===== config.mk =====
export PLATFORM = sky130hd
export DESIGN_NAME = bch_bit_fixer
export DESIGN_NICKNAME = d
export VERILOG_FILES = /design/src/rtl/bch_fix_pkg.sv /design/src/rtl/bch_loc_map.sv /design/src/rtl/bch_erase_detect.sv /design/src/rtl/bch_bit_fixer.sv
export SDC_FILE = /design/constraint.sdc
export NUM_CORES = 1
export LEC_CHECK = 0
export CAP_MARGIN = 10
export CORE_MARGIN = 5
export CORE_UTILIZATION = 53
export CTS_CLUSTER_SIZE = 14
export DETAILED_ROUTE_END_ITERATION = 7
export PLACE_DENSITY = 0.93
export SLEW_MARGIN = 20
export SYNTH_ARGS = -nofsm -noshare
export SYNTH_HDL_FRONTEND = slang
export SYNTH_SLANG_ARGS = --single-unit

===== constraint.sdc =====
create_clock -name clk -period 7.74 [get_ports clk]
set_clock_uncertainty 0.05 [all_clocks]
set_input_delay 1.548 -clock clk [delete_from_list [all_inputs] [get_ports clk]]
set_output_delay 1.548 -clock clk [all_outputs]
set_load 0.005 [all_outputs]

===== src/rtl/bch_fix_pkg.sv =====
package bch_fix_pkg;

    typedef enum logic [1:0] {
        ST_IDLE  = 2'd0,
        ST_EVAL  = 2'd1,
        ST_WRITE = 2'd2,
        ST_DONE  = 2'd3
    } fix_state_e;

endpackage


===== src/rtl/bch_loc_map.sv =====
// Converts one codeword bit location into a sector byte address and bit index.
module bch_loc_map #(
    parameter int LOC_W        = 13,
    parameter int NIB_W        = 6,
    parameter int SECTOR_BYTES = 512,
    localparam int ADDR_W      = $clog2(SECTOR_BYTES),
    localparam int DATA_BITS   = SECTOR_BYTES * 8
) (
    input  logic [LOC_W-1:0]  loc,
    input  logic [NIB_W-1:0]  nibbles,
    output logic              hit,
    output logic [ADDR_W-1:0] byte_addr,
    output logic [2:0]        bit_sel
);
    localparam int EXT_W = ((LOC_W > ADDR_W + 3) ? LOC_W : ADDR_W + 3) + 2;

    logic [EXT_W-1:0] span;
    logic [EXT_W-1:0] rel;
    logic [EXT_W-1:0] rev;

    always_comb begin
        span      = EXT_W'(nibbles) << 2;
        rel       = EXT_W'(loc) - span;
        hit       = (EXT_W'(loc) >= span) && (rel < EXT_W'(DATA_BITS));
        rev       = EXT_W'(DATA_BITS - 1) - rel;
        byte_addr = ADDR_W'(rev >> 3);
        bit_sel   = rel[2:0];
    end

endmodule


===== src/rtl/bch_erase_detect.sv =====
// Flags the erased-page pattern: every stored code byte is 0xFF.
module bch_erase_detect #(
    parameter int ECC_BYTES = 14
) (
    input  logic [ECC_BYTES*8-1:0] code,
    output logic                   erased
);
    logic [ECC_BYTES-1:0] is_ff;

    for (genvar g = 0; g < ECC_BYTES; g++) begin : g_byte
        assign is_ff[g] = (code[g*8 +: 8] == 8'hFF);
    end

    assign erased = &is_ff;

endmodule


===== src/rtl/bch_bit_fixer.sv =====
module bch_bit_fixer
    import bch_fix_pkg::*;
#(
    parameter int MAX_ERR      = 8,
    parameter int LOC_W        = 13,
    parameter int NIB_W        = 6,
    parameter int SECTOR_BYTES = 512,
    parameter int ECC_BYTES    = 14,
    localparam int CNT_W       = $clog2(MAX_ERR + 1),
    localparam int ADDR_W      = $clog2(SECTOR_BYTES)
) (
    input  logic                     clk,
    input  logic                     rst_n,
    input  logic                     start,
    input  logic [CNT_W-1:0]         err_count,
    input  logic [MAX_ERR*LOC_W-1:0] err_locs,
    input  logic [NIB_W-1:0]         nibbles,
    input  logic [ECC_BYTES*8-1:0]   ecc_stored,
    output logic [ADDR_W-1:0]        buf_addr,
    output logic                     buf_rd,
    input  logic [7:0]               buf_rdata,
    output logic                     buf_wr,
    output logic [7:0]               buf_wdata,
    output logic                     done,
    output logic [CNT_W-1:0]         flip_count
);
    localparam int IDX_W = (MAX_ERR > 1) ? $clog2(MAX_ERR) : 1;

    typedef struct packed {
        fix_state_e                      state;
        logic [CNT_W-1:0]                idx;
        logic [CNT_W-1:0]                cnt;
        logic [CNT_W-1:0]                flips;
        logic [MAX_ERR-1:0][LOC_W-1:0]   locs;
        logic [NIB_W-1:0]                nib;
        logic [ADDR_W-1:0]               addr;
        logic [2:0]                      bsel;
    } fix_regs_t;

    fix_regs_t r_q, r_d;

    logic                         erased_w;
    logic                         idle_w;
    logic [MAX_ERR-1:0]           map_hit;
    logic [ADDR_W-1:0]            map_addr [MAX_ERR];
    logic [2:0]                   map_bit  [MAX_ERR];
    logic [IDX_W-1:0]             cur;

    bch_erase_detect #(
        .ECC_BYTES (ECC_BYTES)
    ) u_erase (
        .code   (ecc_stored),
        .erased (erased_w)
    );

    for (genvar g = 0; g < MAX_ERR; g++) begin : g_map
        bch_loc_map #(
            .LOC_W        (LOC_W),
            .NIB_W        (NIB_W),
            .SECTOR_BYTES (SECTOR_BYTES)
        ) u_map (
            .loc       (r_q.locs[g]),
            .nibbles   (r_q.nib),
            .hit       (map_hit[g]),
            .byte_addr (map_addr[g]),
            .bit_sel   (map_bit[g])
        );
    end

    assign cur = r_q.idx[IDX_W-1:0];

    always_comb begin
        r_d = r_q;
        unique case (r_q.state)
            ST_IDLE: begin
                if (start) begin
                    for (int i = 0; i < MAX_ERR; i++) begin
                        r_d.locs[i] = err_locs[i*LOC_W +: LOC_W];
                    end
                    r_d.nib   = nibbles;
                    r_d.cnt   = (err_count > CNT_W'(MAX_ERR)) ? CNT_W'(MAX_ERR) : err_count;
                    r_d.idx   = '0;
                    r_d.flips = '0;
                    if (erased_w || (err_count == '0)) begin
                        r_d.state = ST_DONE;
                    end else begin
                        r_d.state = ST_EVAL;
                    end
                end
            end
            ST_EVAL: begin
                if (map_hit[cur]) begin
                    r_d.addr  = map_addr[cur];
                    r_d.bsel  = map_bit[cur];
                    r_d.state = ST_WRITE;
                end else if (r_q.idx + 1'b1 == r_q.cnt) begin
                    r_d.state = ST_DONE;
                end else begin
                    r_d.idx = r_q.idx + 1'b1;
                end
            end
            ST_WRITE: begin
                r_d.flips = r_q.flips + 1'b1;
                if (r_q.idx + 1'b1 == r_q.cnt) begin
                    r_d.state = ST_DONE;
                end else begin
                    r_d.idx   = r_q.idx + 1'b1;
                    r_d.state = ST_EVAL;
                end
            end
            ST_DONE: begin
                r_d.state = ST_IDLE;
            end
            default: r_d.state = ST_IDLE;
        endcase
    end

    always_ff @(posedge clk or negedge rst_n) begin
        if (!rst_n) begin
            r_q <= '0;
        end else begin
            r_q <= r_d;
        end
    end

    assign idle_w     = (r_q.state == ST_IDLE);
    assign buf_rd     = (r_q.state == ST_EVAL) && map_hit[cur];
    assign buf_wr     = (r_q.state == ST_WRITE);
    assign buf_addr   = (r_q.state == ST_WRITE) ? r_q.addr : map_addr[cur];
    assign buf_wdata  = buf_rdata ^ (8'h01 << r_q.bsel);
    assign done       = (r_q.state == ST_DONE);
    assign flip_count = r_q.flips;

endmodule


[After elaboration in Yosys (flattened, before gate mapping)]
Index checks and enable logic that the tools add are counted.
W data, S select, Z words.
Storage, ports and cells
  logic and storage cells: 116
  input port bits: 237
  output and inout bits: 24
  flip-flop bits (word level): 136
Operators by class
  reductions and logical operators: 20
  shifts and indexed selects: 1
  add/sub/neg operators: 18
  bitwise operators: 2
  equal/unequal tests: 21
  mux-type cells: 20
  magnitude comparators: 19
Operators with widths (number)
  $mux W124: 1
  $lt A15 B13 Y1 const B: 8
  $eq A8 B8 Y1 const B: 14
  $sub A13 B8 Y14: 8
  $ge A13 B8 Y1: 8
  $sub A1 B12 Y12 const A: 8
  $bmux W9 S3: 1
  $mux W9: 3
  $reduce_and A14 Y1: 1
  $mux W4: 3
  $pmux W4 S3: 1
  $bmux W3 S3: 1
  $logic_and A1 B1 Y1: 9
  $add A4 B1 Y4 const B: 2
  $mux W2: 4
  $pmux W2 S4: 1
  $pmux W4 S2: 1
  $reduce_and A2 Y1: 4
  $shl A1 B3 Y8 const A: 1
  $xor A8 B8 Y8: 1
  $mux W3: 2
  $eq A2 B2 Y1 const B: 2
  $eq A4 B4 Y1: 1
  $ge A4 B4 Y1 const B: 1
  14 further kinds: 15

[Logic depth before layout (Yosys ltp)]
Gate-level depths: netlist of run 1.
  word-level depth: 7
  gate-level depth with buffers: 13

[Hierarchy]
Synthesis of run 1 repeated with hierarchy kept, for this count alone.
Unflattened totals
  cells, all modules: 978
  area total of the unflattened synthesis: 10147.2 um^2
By module, submodules not included
  bch_bit_fixer: area an instance 6536.3 um^2, cells each 450, times used 1
  bch_loc_map at g_map[0].u_map ...: area an instance 422.9 um^2, cells each 62, times used 7
  bch_loc_map at g_map[4].u_map: area an instance 410.4 um^2, cells each 56, times used 1
  bch_erase_detect: area an instance 240.2 um^2, cells each 38, times used 1

[Worst setup path before layout of run 1]
Ideal clock, no wire load.
  kind: reg2out
  start point: register r_q[13] (netlist name)
  end point: output buf_addr[7]
  stages on the path, launching flop included: 10
  arrival: 2830 ps
  slack: 3312 ps
  required time: 6142 ps
  path buffers: 0
  path through: dfrtp_1 > inv_1 > fa_1 > a21oi_1 > o21bai_1 > a2111oi_0 > xor2_1 > mux4_2 > o21ai_0 > mux2_2
On the way
  word-level cells in the longest chain between the ends: 6
  elaborated cells on any way between the ends: 20
  classes of those cells: add/sub: 16; mux: 4
RTL lines
  start, declared: line bch_bit_fixer.sv:40  | fix_regs_t r_q, r_d;
  start signal, assigned: line bch_bit_fixer.sv:122  | r_q <= r_d;
  $sub A13 B8 Y14: line bch_loc_map.sv:23  | rel = EXT_W'(loc) - span;
  $sub A1 B12 Y12: line bch_loc_map.sv:25  | rev = EXT_W'(DATA_BITS - 1) - rel;
  $bmux W9 S3 *: line bch_bit_fixer.sv:129  | assign buf_addr = (r_q.state == ST_WRITE) ? r_q.addr : map_addr[cur];
  $mux W9 (implied by the code) * (2 in series): line bch_bit_fixer.sv:129
  $mux W9 *: line bch_bit_fixer.sv:129
  end, declared: line bch_bit_fixer.sv:19  | output logic [ADDR_W-1:0] buf_addr,
Mark *: on every way between the ends. The rest lies on a longest branch, timed or not. The select of a mux whose other input is x is not followed.

[Worst setup path in the final report of run 1]
Same ends and word-level chain as after synthesis.

==> run_results.csv, run 1 <==
group,metric,value,unit
die,core_area,17400,µm²
sta,fin_tns_setup,0,ns
die,dieHeight,144,µm
sta,setup_viol_count_final,0,
drt,totalWireLength,29200,µm
finish,nets,1430,
synth,syn-num-nets,1182,
critical_path,r2r_cells,10,
power,peakVddDrop,0.314,mV
critical_path,regToRegEndpoint,"r_q[2]",
cts,cts_setup_buffers,0,
sta,fmax,165,MHz
finish,final_common_cell,"clkdlybuf4s50_1",
critical_path,critPathLaunchType,"register",
finish,final_cell_mix,"clkdlybuf4s50_1, dfrtp_1, mux2_2, ha_1, nand2_1",
global_route,overflow,0,
finish,fin_cells,1370,
critical_path,critPathCapture,"buf_addr[7]",
cts,numClockSinks,136,
synth,netlist_instances,883,
worst_hold_path,min_path_type,"register to register",
cts,cts_buffers,17,
finish,area_growth,35.6,%
cts,path_clk_slew,0.06,ns
finish,drive_gt1_share,18.3,%
placement,hpwl,22700,µm
cts,worstSkewPairLatency,0.42,ns
drt,via_per_inst,6.00,
sta,hold_violations,0,
global_route,grt_max_degree,75,
finish,post-route-cell-area,12800,µm²
die,num_io_pins,261,
sta,post-route-period-util,78.2,%
outcome,status,"completed",
drt,drc_errors,0,
synth,async_flop_share,100,%
critical_path,startpoint,"r_q[13]",
sta,worst_pin_slew,0.970,ns
drt,first_pass_iters,5,
die,start_util,54.2,%
cts,ctsRootBufferMaster,"clkbuf_16",
synth,ys_warn_count,0,
placement,gp_congestion,0.976,
die,core.rowCount,48,
drt,ant_nets,0,
drt,drt_iter0_drc,641,
synth,synth_seq_area_share,36.0,%
drt,wl_per_cell,21.3,µm
placement,dp.cells,1337,
critical_path,path_class,"register to output pin",
die,die-area,20600,µm²
synth,synth_top_area_share,36.0,%
synth,yosysTopAreaCell,"dfrtp_1",
critical_path,r2r_start,"r_q[13]",
critical_path,r2r_setup_slack,3.96,ns
cts,cts_tree,"yes",
drt,route.vias.total,8217,
global_route,antenna_found_initial,1,
power,powerDensity,509,nW/µm²
die,die_x,144,µm
placement,place_area,12200,µm²
synth,postSynthAreaPerCell,10.7,µm²
critical_path,endpoint_kind,"output pin",
cts,cts-resized-gates,0,
critical_path,crit_path_max_fanout,16,
synth,yosysUniqueCellTypes,71,
placement,io_buffer_count,260,
power,p_leak,0.00528,µW
cts,hold_buffers,0,
cts,cts.path.max_buffers,2,
job,maxCapViolations,0,
global_route,grt_pass1_vias,8375,
global_route,grt_util_all_layers,27.9,%
sta,period_minus_slack,6.06,ns
global_route,grt_pass1_wl,44600,µm
sta,rsz0062_at_grt,"false",
sta,maxSlewViolCount,0,
synth,synth-edff-count,0,
synth,ys_ff_latch,136,
synth,synth_flop_cell,"dfrtp_1",
synth,synthesis.area,9450,µm²
sta,hold-worst-slack,0.459,ns
sta,max_slew_margin,35.3,%
critical_path,worst_ep_arrival_time,4.46,ns
critical_path,cp.required,6.14,ns
synth,synth_area_leaders,"dfrtp_1, mux2_2, ha_1",
cts,htreeDepth,4,
through the flow:
stage	util [%]	setup WS, ns	power [µW]
finish	73.6	1.68	6520
global placement	70.1	2.37	5430
detailed placement	70.1	2.22	5580
global route	73.6	1.37	6920
CTS	73.6	1.75	6450
floorplan	-	3.31	4290
kinds of logic (layout without fill, tap and decap cells):
logic type / count (synthesis) / count (layout) / synth area share, %
mux: 156 / 156 / 20.9
other cells: 0 / 1 / 0
buf+inv: 79 / 340 / 3.40
flops: 136 / 136 / 36.0
xor+xnor: 68 / 68 / 6.30
fa+ha+maj: 62 / 62 / 8.85
compound gates: 166 / 166 / 12.6
simple gates: 216 / 216 / 11.9
Yosys cell counts (all sizes together) (4+ instances only):
library cell	n
or3	4
mux2i	7
nand3	10
ha	54
buf	10
o21bai	6
xnor2	35
and3	7
o31ai	6
a2bb2oi	5
fa	8
o211ai	8
o31a	6
dfrtp	136
a211oi	4
nand2	47
nand2b	11
inv	43
a31oi	4
nor2b	11
mux2	131
nor3	16
o21ai	40
nor2	44
or2	4
o2111ai	5
nand3b	4
clkbuf	26
xor2	33
or4	7
nand4	33
a21oi	33
nor4	12
a21o	10
o21a	14
mux4	18
a211o	4
report_power, final:
group,total (µW),switching (µW),leakage [µW],internal [µW]
registers,1430,354,0.00162,1080
clock network,823,329,0.000294,495
logic,4260,2150,0.00337,2110
total,6520,2830,0.00528,3680
registers in the layout, summed over array words and instances (netlist names):
signal and count:
flip_count 4, cur 3, r_q 129
worst min-delay path by stage:
stage,from,cells after the start,end
floorplan,r_q[128],2,r_q[128]
global placement,r_q[11],1,r_q[11]
detailed placement,r_q[70],1,r_q[70]
CTS,r_q[3],2,r_q[3]
global route,r_q[113],1,r_q[113]
finish,r_q[113],1,r_q[113]
critical path, cell delays in order, from the launching register on:
cell	delay, ns
dfrtp_1	0.35
inv_1	0.37
fa_1	0.61
a21oi_1	0.22
o21bai_1	0.17
a2111oi_0	0.58
xor2_1	0.21
mux4_2	0.49
o21ai_0	0.31
mux2_2	0.24
clkdlybuf4s50_1	0.50
per-layer routing:
metal  vias to the layer above  track usage (%)  share of wire [%]
met2                       385             44.5                 48
met5                         -                0                  0
met3                        51             7.25                8.5
met4                         0             7.93                2.1
met1                      4015             37.9                 41
li1                       3766                -                  -
layout make-up:
class / instances / area (µm²)
multi-input cells: 668 / 5730
fillers: 1228 / 4600
flip-flops and latches: 136 / 3400
repair buffers: 265 / 2640
clock buffers: 19 / 453
well taps: 225 / 282
inverters: 43 / 161
clock inverters: 13 / 144
diodes: 1 / 2.50
Note: power is estimated with default switching activity, not from simulation.
==> run 2, diff against run 1 <==
Settings changed: CORE_UTILIZATION 53 to 49, PLACE_DENSITY 0.93 to 0.87.
Clock period 7.74 ns to 6.16 ns, I/O delays scaled along.
==> run 2 against run 1 <==
Net effect: clock power increased by 30%; design area increased by 0.65%; critical path type unchanged; hold slack got worse by 0.0034 ns; flip-flop and latch count unchanged; utilization decreased by 5.1 points; sequential power increased by 27%.
==> run_results.csv, run 2 (synthesis results as in run 1) <==
group,metric,value,unit
outcome,status,"completed",
critical_path,r2r_setup_slack,2.40,ns
finish,antennaDiodeCount,0,
placement,io_buffer_count,260,
critical_path,path_class,"register to output pin",
sta,fin_tns_setup,0,ns
critical_path,endpoint_kind,"output pin",
cts,ctsRootBufferMaster,"clkbuf_16",
critical_path,r2r_start,"r_q[12]",
die,die-area,22200,µm²
critical_path,startpoint,"r_q[13]",
cts,cts-resized-gates,0,
global_route,grt_util_met1,35.5,%
die,die_x,149,µm
drt,drt_iter0_drc,616,
global_route,grt_util_all_layers,25.4,%
placement,place_area,12300,µm²
placement,dp.cells,1373,
drt,route.vias.total,8027,
critical_path,critPathTopFamily,"compound AO/OA/AOI/OAI gates",
sta,max_slew_margin,28.1,%
cts,cts.path.max_buffers,2,
finish,largest_register_ffs,129,
global_route,grt_max_degree,91,
cts,hold_buffers,0,
critical_path,critPathLaunchType,"register",
critical_path,cp_slowest_cell,"fa_1",
critical_path,slowest_delay,0.60,ns
global_route,grt_pass1_vias,8275,
cts,worstSkewPairLatency,0.43,ns
finish,area_growth,36.5,%
power,power,8210,µW
drt,totalWireLength,28100,µm
placement,dp_worst_setup_slack,0.993,ns
drt,ant_nets,0,
sta,fmax,176,MHz
critical_path,cp_num_buf_inv,2,
critical_path,cp_cell_sequence,"inv_1, fa_1, a21oi_1, o21bai_1, a2111oi_0, xor2_1, mux4_2, o21ai_0, mux2_2, clkdlybuf4s50_1",
finish,nets,1431,
finish,post-route-cell-area,12900,µm²
critical_path,worst_ep_arrival_time,4.39,ns
sta,hold_violations,0,
sta,worst_pin_slew,1.08,ns
worst_hold_path,min_path_type,"register to register",
power,p_leak,0.00530,µW
global_route,grt_use_met2,39.8,%
global_route,antenna_found_initial,0,
finish,final_cell_mix,"clkdlybuf4s50_1, dfrtp_1, mux2_2, ha_1, nand2_1",
cts,path_clk_slew,0.06,ns
finish,final_common_cell,"clkdlybuf4s50_1",
critical_path,cp.required,4.88,ns
cts,cts_tree,"yes",
worst_hold_path,hp-start,"r_q[111]",
sta,setup_slack,0.490,ns
cts,htreeDepth,4,
die,core_area,18800,µm²
sta,rsz0062_at_grt,"false",
sta,setup_viol_count_final,0,
placement,gp_congestion,0.987,
die,dieHeight,149,µm
finish,fillCellCount,1385,
finish,fin_cells,1405,
cts,cts_buffers,17,
global_route,overflow,0,
drt,via_per_inst,5.71,
global_route,busiest_layer,"met2",
cts,cts_setup_buffers,0,
sta,post-route-period-util,92.0,%
power,powerDensity,636,nW/µm²
critical_path,crit_path_max_fanout,16,
die,start_util,50.2,%
job,maxCapViolations,0,
drt,drc_errors,0,
global_route,grt_pass1_wl,44200,µm
drt,wl_per_cell,20.0,µm
die,core.rowCount,50,
finish,top_register,"r_q",
sta,maxSlewViolCount,0,
die,num_io_pins,261,
power,peakVddDrop,0.300,mV
global_route,use_met3,5.68,%
finish,drive_gt1_share,18.3,%
cts,numClockSinks,136,
placement,hpwl,22100,µm
sta,period_minus_slack,5.67,ns
drt,first_pass_iters,5,
[run 2: cell count changes in the layout (fill, tap and decap cells not counted), sizes merged]
cell,change
inv,+5
clkinv,-3
clkbuf,-2
buf,+1
diode,-1
[run 2: final cells by class]
class / count / area [µm²] / share of cell area (%)
multi-input cells: 668 / 5730 / 44.4
clock buffers: 17 / 425 / 3.30
flip-flops and latches: 136 / 3400 / 26.4
clock inverters: 15 / 203 / 1.57
inverters: 43 / 161 / 1.25
well taps: 260 / 325 / 2.52
repair buffers: 266 / 2650 / 20.5
[run 2: routing by layer]
| metal | share of wire [%] | vias to the layer above |
|---|---|---|
| met4 | 2.0 | 0 |
| met2 | 47 | 295 |
| met1 | 44 | 3916 |
| li1 | - | 3771 |
| met3 | 7.2 | 45 |
| met5 | 0 | - |
[run 2: final timing paths]
path                       depth (start not counted)           to
min reg2reg                                        1     r_q[111]
max reg2reg                                       11      r_q[11]
max in group asynchronous                          2      r_q[37]
max                                               10  buf_addr[7]
min                                                1     r_q[111]
min in group asynchronous                          1      r_q[96]
[run 2: metrics by stage]
stage,utilization [%],hold slack [ns]
final,68.5,0.456
after floorplan,-,0.419
after global routing,68.5,0.474
after CTS,68.5,0.458
after detailed placement,65.2,0.442
after global placement,65.2,0.432
[run 2: report_power, final]
part           switching [µW]  internal [µW]
combinational            2660           2660
sequential                454           1350
clock                     452            622
